`src/rtl/usb_cmd_seq.sv`:
```
module usb_cmd_seq #(
  parameter int          STROBE_CYC  = 3,
  parameter int          GAP_CYC     = 2,
  parameter logic [7:0]  CMD_XFER    = 8'hFB,
  parameter logic [7:0]  XFER_CFG    = 8'hC0,
  parameter logic [7:0]  CMD_MODE    = 8'hF3,
  parameter logic [7:0]  MODE_CFG    = 8'h16,
  parameter logic [7:0]  CLK_CFG     = 8'h47,
  parameter logic [7:0]  CMD_SEL_OUT = 8'h00,
  parameter logic [7:0]  CMD_ACK     = 8'hF1,
  parameter logic [7:0]  CMD_CLR     = 8'hF2,
  parameter logic [7:0]  CMD_SEL_IN  = 8'h01
) (
  input  logic       clk,
  input  logic       rst_n,
  input  logic       ack_req,
  output logic [7:0] bus_d,
  output logic       bus_a0,
  output logic       bus_wr_n,
  output logic       busy,
  output logic       done,
  output logic       done_id
);
  localparam int LEN  = 5;
  localparam int MAXC = (STROBE_CYC > GAP_CYC) ? STROBE_CYC : GAP_CYC;
  localparam int CW   = $clog2(MAXC + 1);

  typedef enum logic [2:0] {S_IDLE, S_SETUP, S_STRB, S_HOLD, S_GAP} st_t;

  st_t           st;
  logic [2:0]    idx;
  logic [CW-1:0] cnt;
  logic          sel, boot_pend;
  logic [8:0]    ent;

  function automatic logic [8:0] entry(input logic s, input logic [2:0] i);
    case ({s, i})
      4'b0_000: entry = {1'b1, CMD_XFER};
      4'b0_001: entry = {1'b0, XFER_CFG};
      4'b0_010: entry = {1'b1, CMD_MODE};
      4'b0_011: entry = {1'b0, MODE_CFG};
      4'b0_100: entry = {1'b0, CLK_CFG};
      4'b1_000: entry = {1'b1, CMD_SEL_OUT};
      4'b1_001: entry = {1'b1, CMD_ACK};
      4'b1_010: entry = {1'b1, CMD_CLR};
      4'b1_011: entry = {1'b1, CMD_SEL_IN};
      4'b1_100: entry = {1'b1, CMD_ACK};
      default:  entry = 9'd0;
    endcase
  endfunction

  assign ent      = entry(sel, idx);
  assign bus_d    = (st == S_IDLE) ? 8'd0 : ent[7:0];
  assign bus_a0   = (st == S_IDLE) ? 1'b0 : ent[8];
  assign bus_wr_n = (st != S_STRB);
  assign busy     = (st != S_IDLE) || boot_pend;
  assign done_id  = sel;

  always_ff @(posedge clk or negedge rst_n) begin
    if (!rst_n) begin
      st        <= S_IDLE;
      idx       <= '0;
      cnt       <= '0;
      sel       <= 1'b0;
      boot_pend <= 1'b1;
      done      <= 1'b0;
    end else begin
      done <= 1'b0;
      case (st)
        S_IDLE: begin
          idx <= '0;
          if (boot_pend) begin
            sel       <= 1'b0;
            boot_pend <= 1'b0;
            st        <= S_SETUP;
          end else if (ack_req) begin
            sel <= 1'b1;
            st  <= S_SETUP;
          end
        end
        S_SETUP: begin
          cnt <= '0;
          st  <= S_STRB;
        end
        S_STRB: begin
          if (cnt == CW'(STROBE_CYC - 1)) begin
            cnt <= '0;
            st  <= S_HOLD;
          end else cnt <= cnt + 1'b1;
        end
        S_HOLD: begin
          cnt <= '0;
          if (idx == 3'(LEN - 1)) begin
            st   <= S_IDLE;
            done <= 1'b1;
          end else st <= S_GAP;
        end
        S_GAP: begin
          if (cnt == CW'(GAP_CYC - 1)) begin
            cnt <= '0;
            idx <= idx + 1'b1;
            st  <= S_SETUP;
          end else cnt <= cnt + 1'b1;
        end
        default: st <= S_IDLE;
      endcase
    end
  end

  p_setup_stable_r4: assert property (@(posedge clk) disable iff (!rst_n)
    $fell(bus_wr_n) |-> $stable(bus_d) && $stable(bus_a0));
  p_hold_stable_r4: assert property (@(posedge clk) disable iff (!rst_n)
    $rose(bus_wr_n) |-> $stable(bus_d) && $stable(bus_a0));
  p_ack_all_cmd_r3: assert property (@(posedge clk) disable iff (!rst_n)
    (!bus_wr_n && done_id) |-> bus_a0);
  p_done_pulse_r7: assert property (@(posedge clk) disable iff (!rst_n)
    done |=> !done);
  p_done_idle_r7: assert property (@(posedge clk) disable iff (!rst_n)
    done |-> !busy && bus_wr_n);
  p_req_ignored_r8: assert property (@(posedge clk) disable iff (!rst_n)
    (busy && ack_req) |=> $stable(done_id));
endmodule

```
`config.mk`:
```
export PLATFORM = sky130hd
export DESIGN_NAME = usb_cmd_seq
export DESIGN_NICKNAME = d
export VERILOG_FILES = /design/src/rtl/usb_cmd_seq.sv
export SDC_FILE = /design/constraint.sdc
export NUM_CORES = 1
export LEC_CHECK = 0
export BUFFER_PORTS_ARGS = -buffer_cell sky130_fd_sc_hd__clkbuf_2
export CAP_MARGIN = 20
export CORE_AREA = 5 5 59 61
export CTS_CLUSTER_DIAMETER = 30
export DETAILED_ROUTE_END_ITERATION = 7
export DIE_AREA = 0 0 64 66
export PLACE_DENSITY = 0.47
export SYNTH_ARGS = -nofsm -noshare
export SYNTH_HDL_FRONTEND = slang
export SYNTH_SLANG_ARGS = --single-unit
```
`constraint.sdc`:
```
create_clock -name clk -period 2.2 [get_ports clk]
set_input_delay 0.44 -clock clk [delete_from_list [all_inputs] [get_ports clk]]
set_output_delay 0.44 -clock clk [all_outputs]
set_load 0.005 [all_outputs]
```
==> metrics.csv <==
metric,value,unit
outcome,completed,
CTS max path bufs,2,
crit path max fanout,8,
CTS tree,built,
Yosys reg bits,11,
"Hold Vio Cnt, Final",0,
Worst EP arrival,1.65,ns
CTS root buffer,clkbuf_4,
dpl cell area,900,sq um
core area,0.00293,sq mm
Synth cell types,38,
row count,20,
top-area cell type share of the netlist area,30.5,%
DRT antenna net count,0,
first-pass GRT wire length,3.16,mm
Max Freq,479,MHz
synthesized area,821,sq um
Peak VDD IR,0.616,mV
DR pass1 iterations,4,
"Slew Viols, Final",0,
Setup-failing EPs final,0,
syn_nets,99,
clk_lat worst skew,0.26,ns
share of layout cells above drive strength 1,29.2,%
diodes inserted,0,
Cell Int Power,0.618,mW
routed via count,696,
CP endpoint kind,output pin,
Clock power frac,11.7,%
DR iter-0 viols,19,
via/cell ratio,5.01,
Mapped Avg Cell Area,9.02,sq um
Slew @ Worst Pin,0.510,ns
Ys Warns,0,
H-tree levels,1,
Routed Wire Length,1.76,mm
skew final,0.00267,ns
R2R Setup Slk,0.67,ns
Die H,66,um
critical path startpoint category,register,
initial antenna violation count,0,
Reg-to-Reg Start,st[0],
Die ar.,0.00422,sq mm
dpl hpwl,1.32,mm
chip width,64,um
PortBufs,15,
grt ovf,0,
"Req. time, crit path",1.76,ns
Hold Buf Count CTS,0,
Final min period,2.09,ns
post-route cell area,938,sq um
P_sw,0.504,mW
largest net degree at the start of global routing,17,
Starting Density,28.0,%
Seq pwr share,34.3,%
r2r endpoint,st[0],
fin nets,115,
GRT Resource Usage Total,9.26,%
Layout area overhead,14.3,%
Reg2Reg Depth,3,
clock sink count,11,
Hold Crit Class,input port to asynchronous set/reset pin,
DRC viols,0,
vias in the first global route,663,
TritonCTS Buffers,3,
Slew headroom,65.9,%
Avg WL per Cell,12.6,um
Synth area leader,dfrtp_1,
Sw Ratio,44.9,%
setup TNS,0,ns
Lkg Pwr,0.408,nW
PD cells,1200,mW/mm^2
"Seq/Total Area, Yosys",33.7,%
Clock Pin Slew Worst Setup and Hold Paths,0.07,ns
max cap viols,0,
IO Pins,16,
largest cells by area after synthesis,"dfrtp_1 30%, ha_1 7.6%, a21oi_1 5.5%",
Comb power frac,54.0,%
fin crit share,95.0,%
synthesized netlist cell count,91,
RePlAce Congestion,0.726,
Crit Path Category,register to output pin,
RSZ-0062 raised after global routing,false,
timing repair:
item | CTS | global route
gates resized for setup | 1 | 3
endpoints found under the setup margin | 2 | 4
pin swaps | 0 | 1
setup buffers | 0 | 1
Yosys cell counts (all sizes together):
cell type  instances
a21oi              9
a211oi             1
a21o               2
dfrtp             10
nor2b              3
nand3              4
o211ai             2
nand2              5
or2                1
ha                 5
o21ai              2
a22o               3
o221a              1
buf                7
or3                1
inv                4
nand3b             2
nor2               7
and2               1
a2bb2oi            1
nor4b              1
o21bai             2
o22a               1
dfstp              1
nor3b              1
o31ai              1
a31oi              1
a31o               1
nand2b             3
nand4              2
xnor2              2
mux2i              2
nor3               2
cell families after synthesis:
kind of cell	synth area share, %
and+or+nand+nor	23.3
AOI/OAI and AO/OA	22.6
buffers and inverters	8.23
DFF	33.7
adders and majority gates	7.62
xor gates and xnor gates	2.13
muxes	2.44
cell type report:
type | count | area [sq um]
clock buffer | 4 | 26.3
fill | 327 | 1990
inverter | 4 | 15.0
multi-input combinational | 69 | 479
sequential | 11 | 279
tap | 33 | 41.3
timing repair buffer | 18 | 97.6
worst max path at each step:
stage / startpoint / endpoint / slack (ns) / cells after the start
2_1_floorplan: idx[0] / bus_d[6] / 0.52 / 5
3_3_place_gp: idx[0] / bus_d[6] / 0.33 / 6
3_5_place_dp: idx[0] / bus_d[7] / 0.29 / 6
4_1_cts: idx[1] / bus_d[7] / 0.02 / 6
5_1_grt: idx[0] / bus_d[6] / 0.004 / 6
6_report: idx[0] / bus_d[7] / 0.11 / 6
layout by cell type (no fill, tap or decap), types with 3 or more instances in the layout:
master / instances
a21oi_1: 9
a22o_1: 3
buf_4: 3
clkbuf_2: 15
clkbuf_4: 3
dfrtp_1: 8
ha_1: 4
inv_1: 3
nand2_1: 5
nand3_1: 4
nor2_1: 6
nor2b_1: 3
power by group through the flow:
stage | sequential, mW | combinational, mW | clock, mW
floorplan | 0.309 | 0.550 | 0
global placement | 0.381 | 0.608 | 0
detailed placement | 0.387 | 0.610 | 0
CTS | 0.384 | 0.614 | 0.142
global route | 0.398 | 0.691 | 0.153
finish | 0.385 | 0.606 | 0.131
registers in the layout, summed over array words and instances, names as in the netlist:
signal	flops
idx	3
done	1
boot_pend	1
st	3
cnt	2
done_id	1
routing by layer:
| metal | global-route usage [%] | vias up | routed length, um |
|---|---|---|---|
| met1 | 12.5 | 321 | 867 |
| met2 | 14.3 | 19 | 765 |
| li1 | - | 354 | - |
| met5 | 0 | - | 0 |
| met3 | 2.21 | 2 | 107 |
| met4 | 3.12 | 0 | 17 |
worst max-delay path: stages (launching register included):
cell      delay (ns)
dfrtp_2         0.46
inv_2           0.10
ha_2            0.28
and2_1          0.15
o21bai_1        0.17
a21oi_1         0.09
clkbuf_2        0.14
stage by stage:
step                      power, mW  utilization (%)  cells  setup WS (ns)  hold WS (ns)
after detailed placement      0.997             30.7    134          0.286         0.334
final                          1.12             32.1    139          0.110        0.0443
after CTS                      1.14             31.7    138         0.0171        0.0467
after floorplan               0.859                -     91          0.525         0.144
after global placement        0.989             30.7    134          0.332         0.333
after global routing           1.24             32.1    139        0.00392        0.0486
No activity file was read; power rests on OpenSTA's default activity.
